### src/rtl/clkseq_pkg.sv
package clkseq_pkg;

  localparam int NSTEP = 12;
  localparam int NSLOT = 10;

  localparam logic [2:0] IFM_MII   = 3'd0;
  localparam logic [2:0] IFM_RMII  = 3'd1;
  localparam logic [2:0] IFM_RGMII = 3'd2;
  localparam logic [2:0] IFM_SGMII = 3'd3;

  localparam logic [2:0] SPD_NONE = 3'd0;
  localparam logic [2:0] SPD_10   = 3'd1;
  localparam logic [2:0] SPD_100  = 3'd2;
  localparam logic [2:0] SPD_1000 = 3'd3;

  localparam logic [4:0] SRC_PLL0    = 5'h0B;
  localparam logic [4:0] SRC_PLL1    = 5'h0E;
  localparam logic [4:0] SRC_DIVOUT0 = 5'h11;
  localparam logic [4:0] SRC_XTAL    = 5'h0A;

  localparam logic [31:0] PLL_LOAD_WORD = 32'h0A01_0941;
  localparam logic [31:0] PLL_RUN_WORD  = 32'h0A01_0940;
  localparam logic [31:0] PAD_TX_WORD   = 32'h1A1A_1A1A;
  localparam logic [31:0] PAD_RX_WORD   = 32'h0202_0312;

  // Global step order; every mode's write order is a subsequence of it.
  // Steps from ST_DIV onward map to table slot (step - 2).
  typedef enum logic [3:0] {
    ST_PLL_CFG = 4'd0,
    ST_PLL_ON  = 4'd1,
    ST_DIV     = 4'd2,
    ST_MTX     = 4'd3,
    ST_MRX     = 4'd4,
    ST_REF     = 4'd5,
    ST_RGTX    = 4'd6,
    ST_PADTX   = 4'd7,
    ST_MEXTTX  = 4'd8,
    ST_MEXTRX  = 4'd9,
    ST_REXTTX  = 4'd10,
    ST_PADRX   = 4'd11
  } step_e;

  typedef enum logic [1:0] {
    FS_IDLE  = 2'd0,
    FS_SCAN  = 2'd1,
    FS_ISSUE = 2'd2
  } fsm_e;

  function automatic logic [31:0] route_word(input logic [4:0] src);
    logic [31:0] w;
    w        = '0;
    w[28:24] = src;
    w[11]    = 1'b1;
    return w;
  endfunction

  function automatic logic [31:0] div_word(input logic run, input logic [3:0] ratio_m1);
    logic [31:0] w;
    w        = '0;
    w[28:24] = SRC_XTAL;
    w[11]    = 1'b1;
    w[5:2]   = ratio_m1;
    w[0]     = ~run;
    return w;
  endfunction

endpackage

### src/rtl/clkseq_plan.sv
module clkseq_plan
  import clkseq_pkg::*;
(
  input  logic [2:0]       mode_i,
  input  logic             phy_i,
  input  logic [2:0]       speed_i,
  output logic [NSTEP-1:0] step_en_o,
  output logic             cfg_bad_o
);

  always_comb begin
    step_en_o = '0;
    cfg_bad_o = 1'b0;
    case (mode_i)
      IFM_MII: begin
        step_en_o[ST_DIV]    = 1'b1;
        step_en_o[ST_MTX]    = 1'b1;
        step_en_o[ST_MRX]    = 1'b1;
        step_en_o[ST_MEXTTX] = phy_i;
        step_en_o[ST_MEXTRX] = phy_i;
      end
      IFM_RMII: begin
        step_en_o[ST_PLL_CFG] = ~phy_i;
        step_en_o[ST_PLL_ON]  = ~phy_i;
        step_en_o[ST_DIV]     = 1'b1;
        step_en_o[ST_REF]     = 1'b1;
        step_en_o[ST_REXTTX]  = ~phy_i;
      end
      IFM_RGMII: begin
        case (speed_i)
          SPD_NONE: ;
          SPD_10, SPD_100, SPD_1000: begin
            step_en_o[ST_DIV]   = 1'b1;
            step_en_o[ST_RGTX]  = 1'b1;
            step_en_o[ST_PADTX] = 1'b1;
          end
          default: cfg_bad_o = 1'b1;
        endcase
      end
      IFM_SGMII: ;
      default: cfg_bad_o = 1'b1;
    endcase
    step_en_o[ST_PADRX] = ~cfg_bad_o;
  end

endmodule

### src/rtl/clkseq_word.sv
module clkseq_word
  import clkseq_pkg::*;
#(
  parameter int PW = 3
) (
  input  step_e          step_i,
  input  logic [PW-1:0]  port_i,
  input  logic [2:0]     mode_i,
  input  logic           phy_i,
  input  logic [2:0]     speed_i,
  output logic [31:0]    data_o
);

  logic [4:0]  pidx;
  logic [4:0]  tx_in;
  logic [4:0]  rx_in;
  logic [4:0]  div_out;
  logic [31:0] div_cfg;

  always_comb begin
    pidx    = 5'(port_i);
    tx_in   = {pidx[3:0], 1'b0};
    rx_in   = {pidx[3:0], 1'b1};
    div_out = SRC_DIVOUT0 + pidx;
  end

  always_comb begin
    div_cfg = div_word(1'b0, 4'd0);
    if (mode_i == IFM_MII) begin
      div_cfg = div_word(phy_i, 4'd0);
    end else if (mode_i == IFM_RGMII) begin
      if (speed_i == SPD_100)     div_cfg = div_word(1'b1, 4'd0);
      else if (speed_i == SPD_10) div_cfg = div_word(1'b1, 4'd9);
    end
  end

  always_comb begin
    case (step_i)
      ST_PLL_CFG: data_o = PLL_LOAD_WORD;
      ST_PLL_ON:  data_o = PLL_RUN_WORD;
      ST_DIV:     data_o = div_cfg;
      ST_MTX:     data_o = route_word(phy_i ? div_out : tx_in);
      ST_MRX:     data_o = route_word(rx_in);
      ST_REF:     data_o = route_word(tx_in);
      ST_RGTX:    data_o = route_word((speed_i == SPD_1000) ? SRC_PLL0 : div_out);
      ST_PADTX:   data_o = PAD_TX_WORD;
      ST_MEXTTX:  data_o = route_word(div_out);
      ST_MEXTRX:  data_o = route_word(div_out);
      ST_REXTTX:  data_o = route_word(SRC_PLL1);
      ST_PADRX:   data_o = PAD_RX_WORD;
      default:    data_o = '0;
    endcase
  end

endmodule

### src/rtl/clkseq_ctrl.sv
module clkseq_ctrl
  import clkseq_pkg::*;
#(
  parameter int NPORT = 5,
  parameter int PW    = 3
) (
  input  logic          clk_i,
  input  logic          rst_ni,
  input  logic          start_i,
  input  logic          cfg_bad_i,
  input  logic          step_hit_i,
  input  logic          ready_i,
  input  logic          rsp_err_i,
  output logic [PW-1:0] port_o,
  output step_e         step_o,
  output logic          valid_o,
  output logic          busy_o,
  output logic          done_o,
  output logic          error_o
);

  localparam logic [PW-1:0] PORT_LAST = PW'(NPORT - 1);

  fsm_e          state_q;
  logic [PW-1:0] port_q;
  step_e         step_q;
  logic          done_q;
  logic          err_q;

  logic abort;
  logic move;
  logic last_step;
  logic last_port;

  always_comb begin
    last_step = (step_q == ST_PADRX);
    last_port = (port_q == PORT_LAST);
    abort     = ((state_q == FS_SCAN) && cfg_bad_i) ||
                ((state_q == FS_ISSUE) && ready_i && rsp_err_i);
    move      = ((state_q == FS_SCAN) && !cfg_bad_i && !step_hit_i) ||
                ((state_q == FS_ISSUE) && ready_i && !rsp_err_i);
  end

  always_ff @(posedge clk_i or negedge rst_ni) begin
    if (!rst_ni) begin
      state_q <= FS_IDLE;
      port_q  <= '0;
      step_q  <= ST_PLL_CFG;
      done_q  <= 1'b0;
      err_q   <= 1'b0;
    end else begin
      done_q <= 1'b0;
      err_q  <= 1'b0;
      if (abort) begin
        state_q <= FS_IDLE;
        done_q  <= 1'b1;
        err_q   <= 1'b1;
      end else if (move) begin
        if (last_step) begin
          if (last_port) begin
            state_q <= FS_IDLE;
            done_q  <= 1'b1;
          end else begin
            port_q  <= port_q + 1'b1;
            step_q  <= ST_PLL_CFG;
            state_q <= FS_SCAN;
          end
        end else begin
          step_q  <= step_e'(4'(step_q) + 4'd1);
          state_q <= FS_SCAN;
        end
      end else if (state_q == FS_SCAN && step_hit_i) begin
        state_q <= FS_ISSUE;
      end else if (state_q == FS_IDLE && start_i) begin
        state_q <= FS_SCAN;
        port_q  <= '0;
        step_q  <= ST_PLL_CFG;
      end
    end
  end

  assign port_o  = port_q;
  assign step_o  = step_q;
  assign valid_o = (state_q == FS_ISSUE);
  assign busy_o  = (state_q != FS_IDLE);
  assign done_o  = done_q;
  assign error_o = err_q;

endmodule

### src/rtl/clk_setup_seq.sv
module clk_setup_seq
  import clkseq_pkg::*;
#(
  parameter int             NPORT    = 5,
  parameter int             AW       = 24,
  parameter logic [AW-1:0]  RSV_ADDR = '1
) (
  input  logic                     clk_i,
  input  logic                     rst_ni,
  input  logic                     start_i,
  input  logic [NPORT*3-1:0]       port_mode_i,
  input  logic [NPORT-1:0]         port_phy_i,
  input  logic [NPORT*3-1:0]       port_speed_i,
  input  logic [NPORT*NSLOT*AW-1:0] addr_tbl_i,
  input  logic [AW-1:0]            pll_addr_i,
  output logic                     req_valid_o,
  input  logic                     req_ready_i,
  output logic [AW-1:0]            req_addr_o,
  output logic [31:0]              req_data_o,
  input  logic                     req_err_i,
  output logic                     busy_o,
  output logic                     done_o,
  output logic                     error_o
);

  localparam int PW = (NPORT > 1) ? $clog2(NPORT) : 1;

  logic [2:0]    mode_a  [NPORT];
  logic [2:0]    speed_a [NPORT];
  logic [AW-1:0] addr_a  [NPORT][NSLOT];

  for (genvar p = 0; p < NPORT; p++) begin : g_port
    assign mode_a[p]  = port_mode_i[p*3 +: 3];
    assign speed_a[p] = port_speed_i[p*3 +: 3];
    for (genvar s = 0; s < NSLOT; s++) begin : g_slot
      assign addr_a[p][s] = addr_tbl_i[(p*NSLOT+s)*AW +: AW];
    end
  end

  logic [PW-1:0]    cur_port;
  step_e            cur_step;
  logic [2:0]       cur_mode;
  logic [2:0]       cur_speed;
  logic             cur_phy;
  logic [NSTEP-1:0] step_en;
  logic             cfg_bad;
  logic             is_pll;
  logic [3:0]       slot;
  logic [AW-1:0]    cur_addr;
  logic             step_hit;

  always_comb begin
    cur_mode  = mode_a[cur_port];
    cur_speed = speed_a[cur_port];
    cur_phy   = port_phy_i[cur_port];
    is_pll    = (cur_step == ST_PLL_CFG) || (cur_step == ST_PLL_ON);
    slot      = is_pll ? 4'd0 : (4'(cur_step) - 4'd2);
    cur_addr  = is_pll ? pll_addr_i : addr_a[cur_port][slot];
    step_hit  = step_en[cur_step] && (cur_addr != RSV_ADDR);
  end

  clkseq_plan u_plan (
    .mode_i    (cur_mode),
    .phy_i     (cur_phy),
    .speed_i   (cur_speed),
    .step_en_o (step_en),
    .cfg_bad_o (cfg_bad)
  );

  clkseq_word #(.PW(PW)) u_word (
    .step_i  (cur_step),
    .port_i  (cur_port),
    .mode_i  (cur_mode),
    .phy_i   (cur_phy),
    .speed_i (cur_speed),
    .data_o  (req_data_o)
  );

  clkseq_ctrl #(.NPORT(NPORT), .PW(PW)) u_ctrl (
    .clk_i      (clk_i),
    .rst_ni     (rst_ni),
    .start_i    (start_i),
    .cfg_bad_i  (cfg_bad),
    .step_hit_i (step_hit),
    .ready_i    (req_ready_i),
    .rsp_err_i  (req_err_i),
    .port_o     (cur_port),
    .step_o     (cur_step),
    .valid_o    (req_valid_o),
    .busy_o     (busy_o),
    .done_o     (done_o),
    .error_o    (error_o)
  );

  assign req_addr_o = cur_addr;

endmodule

### config.mk
export PLATFORM = sky130hd
export DESIGN_NAME = clk_setup_seq
export DESIGN_NICKNAME = d
export VERILOG_FILES = /design/src/rtl/clkseq_pkg.sv /design/src/rtl/clkseq_plan.sv /design/src/rtl/clkseq_word.sv /design/src/rtl/clkseq_ctrl.sv /design/src/rtl/clk_setup_seq.sv
export SDC_FILE = /design/constraint.sdc
export NUM_CORES = 1
export LEC_CHECK = 0
export CAP_MARGIN = 20
export CORE_AREA = 2 2 520 522
export CTS_BUF_LIST = sky130_fd_sc_hd__clkbuf_2
export DETAILED_ROUTE_END_ITERATION = 6
export DIE_AREA = 0 0 522 524
export DONT_BUFFER_PORTS = 1
export PLACE_DENSITY_LB_ADDON = 0.05
export SLEW_MARGIN = 20
export SYNTH_ARGS = -nofsm -noshare
export SYNTH_HDL_FRONTEND = slang
export SYNTH_HIERARCHICAL = 1
export SYNTH_SLANG_ARGS = --single-unit
### constraint.sdc
create_clock -name clk_i -period 7.4 [get_ports clk_i]
set_input_delay 0 -clock clk_i [delete_from_list [all_inputs] [get_ports clk_i]]
set_output_delay 0 -clock clk_i [all_outputs]
set_load 0.005 [all_outputs]
==> run metrics <==
Required @ worst endpoint=7.59 ns; cell taking the most area after synthesis=mux4_2; leakage dissipation=4.096 nW; reg-to-reg critical path startpoint=u_ctrl/step_o[2]; total congestion overflow=0; internal reg-to-reg setup slack=1.03 ns; global-route wire length before repair=267.6 mm; Stages on worst setup path=15; initial antenna violation count=260; R2R Path End=u_ctrl/step_o[0]; dpl cell area=0.01735 sq mm; Clock Latency Late Sink=0.34 ns; Hold Path Class=in2reg; CP max FO=58; Post-synth EDFFs=0; Slowest-stage cell, CP=a2111oi_1; Worst Hold End=u_ctrl/state_q[0]; CP delay by family, top=compound AO/OA/AOI/OAI gates; Fmax=156.9 MHz; Most used DFF post-synth=dfrtp_1; Detailed Route Iter0 Violations=957; R2R depth=15; GP Congestion=0.8239; share of cells above drive strength 1=0.2792; Synth Register Bits=11; Least-Margin Pin Slew=1.131 ns; largest net degree at the start of global routing=66; worst hold stages=2; most common cell in the netlist=nand2_1; Bufs and invs on worst path=3; Clk pin slew, worst setup/hold paths=0.21 ns; skew final=0.05271 ns; Final nets=2767; num ports=roughly 1.3k; Pre-Repair DR Iteration Count=4; Power Dens Cells=299.7 mW/mm^2; # setup viols final=0; die area=0.2735 sq mm; Critical Path, Cell by Cell=buf_4 -> o31a_2 -> buf_12 -> buf_4 -> mux2i_1 -> nand2_1 -> a21oi_1 -> a2111oi_1 -> o221ai_1 -> a21oi_1 -> o22a_1 -> a41oi_2 -> o32ai_4 -> o21ai_2 -> a32o_1; routed via count=15.75k; max-cap violation count=0; clock tree sinks=11; routed wire length=about 230 mm; port buffer count=0; synthesis-to-finish area growth=37.79%; crit path kind=reg2reg; post-route insts no fill=5142; VDD IR max=0.0002011 V; CTS Buf Count=3; total core area=~0.27 sq mm; drc violations=0; synth unique cells=101; DP HPWL=205.8 mm; Starting Density=0.04788; Tot GR Track Use=0.1603; largest stage delay on the critical path=0.71 ns; CTS tree=built; crit path time final=6.375 ns; average size of a mapped cell=8.245 sq um; crit path DAT=6.57 ns; kind of end point of the critical path=flop; outcome=complete, no violations; placed cells=between 5k and 6k; Vias/cell=around 3.1; Critical Path Start=u_ctrl/step_o[2]; post-route ant nets=0; Final Hold Viols=0; setup TNS=0 ns; Die Wd=522 um; Max Slew Vio Count=0; number of global-route vias before repair=around 17k; synthesized area=0.01280 sq mm; DR WL/cell=44.87 um; CP startpoint kind=flop; GR Util met1=0.1827; design area=0.01764 sq mm; top post-synthesis cells by area=mux4_2 (25%), mux2i_1 (9.9%), nand2_1 (7.0%); register area share after synthesis=0.02150; clock buffer depth=2; Async SR Flop Fraction=1.000; Cells after Synth=1553; GR peak layer=met2; H-tree levels=1; met2 Track Usage GR=0.2842; period utilization=0.8615; RSZ-0062 raised after global routing=no; filler instances=31.42k; grt met3 use=0.06148; Site Rows=190; Synth top cells by count=nand2_1 (238), mux4_2 (140), mux2i_1 (127), a21oi_1 (98), mux2_2 (79); Root Driver=clkbuf_2; top-area cell type share of the netlist area=0.2462; DIE HEIGHT=between 500 and 600 um; Slew HR=0.2463; hold path startpoint=start_i; Yosys warning total=6
==> power by group <==
part           switching [mW]  total (mW)  internal (mW)  leakage, nW
sequential             0.0803       0.163         0.0823        0.135
clock                  0.0320      0.0462         0.0143       0.0172
combinational            3.58        5.08           1.50         3.94
total                    3.69        5.29           1.60         4.10
==> stage by stage <==
stage	power [mW]	hold slack, ns	setup slack, ns	utilization
after global placement	5.573	-0.2882	0.03854	0.06465
after global routing	5.728	0.1082	0.4320	0.06546
after floorplan	2.601	-0.2956	2.640	-
after CTS	5.665	0.07449	0.3218	0.06508
final	5.287	0.08873	1.025	0.06597
after detailed placement	5.593	-0.2881	0.3637	0.06489
==> kinds of logic (layout without fill, tap and decap cells) <==
| group | after synthesis | count (layout) | synth area share |
|---|---|---|---|
| compound gates | 469 | 469 | 0.2664 |
| xor+xnor | 7 | 7 | 0.004788 |
| fa+ha+maj | 5 | 5 | 0.004886 |
| buf+inv | 213 | 146 | 0.09879 |
| flops | 11 | 11 | 0.02150 |
| mux | 350 | 350 | 0.4209 |
| other cells | 1 | 105 | 0.0002929 |
| simple gates | 497 | 497 | 0.1825 |
==> per-layer routing <==
layer	routed length, um	up-vias	share of wire
met2	113200	1256	0.49
met3	23320	346	0.10
met5	813	-	0.0035
met4	5214	120	0.023
met1	88220	7782	0.38
li1	-	6241	-
==> worst max path at each step <==
stage	to
6_report	u_ctrl/step_o[0]
5_1_grt	u_ctrl/step_o[0]
4_1_cts	u_ctrl/step_o[0]
3_5_place_dp	u_ctrl/step_o[3]
3_3_place_gp	u_ctrl/port_o[2]
2_1_floorplan	u_ctrl/port_o[2]
==> cell type report <==
type | count | area (sq um) | area share
clock buffers | 4 | 20.02 | 0.001135
well taps | 3552 | 4444 | 0.2519
flip-flops and latches | 11 | 294.0 | 0.01667
multi-input cells | 1340 | 11550 | 0.6547
repair buffers | 118 | 1006 | 0.05702
inverters | 24 | 95.09 | 0.005390
diodes | 93 | 232.7 | 0.01319
==> cells in the final DEF (no fill, tap or decap), drive strengths merged, types with 23 or more instances in the layout <==
master | synthesis | routed
nand2 | 239 | 239
o22ai | 36 | 36
o21ai | 70 | 70
inv | 23 | 23
nand3 | 59 | 59
nor2 | 75 | 75
nor3 | 28 | 28
buf | 156 | 115
diode | 0 | 93
mux4 | 142 | 142
a221oi | 59 | 59
mux2 | 81 | 81
a21oi | 99 | 99
mux2i | 127 | 127
==> worst register-to-register path: stages, from the launching register on <==
cell	delay [ns]
dfrtp_2	0.42
buf_4	0.34
o31a_2	0.68
buf_12	0.48
buf_4	0.51
mux2i_1	0.36
nand2_1	0.18
a21oi_1	0.12
a2111oi_1	0.71
o221ai_1	0.42
a21oi_1	0.35
o22a_1	0.48
a41oi_2	0.32
o32ai_4	0.42
o21ai_2	0.17
a32o_1	0.29
==> state kept, by name, summed over array words and instances (netlist names) <==
signal	count
u_ctrl/error_o	1
u_ctrl/state_q	2
u_ctrl/done_o	1
u_ctrl/step_o	4
u_ctrl/port_o	3
==> timing repair <==
| item | in CTS | in global routing |
|---|---|---|
| hold endpoints to repair | 13 | 0 |
| gates resized for setup | 0 | 0 |
| hold buffers | 3 | 0 |
| buffers inserted | 0 | 0 |
Power figures use the tool's default switching activity.
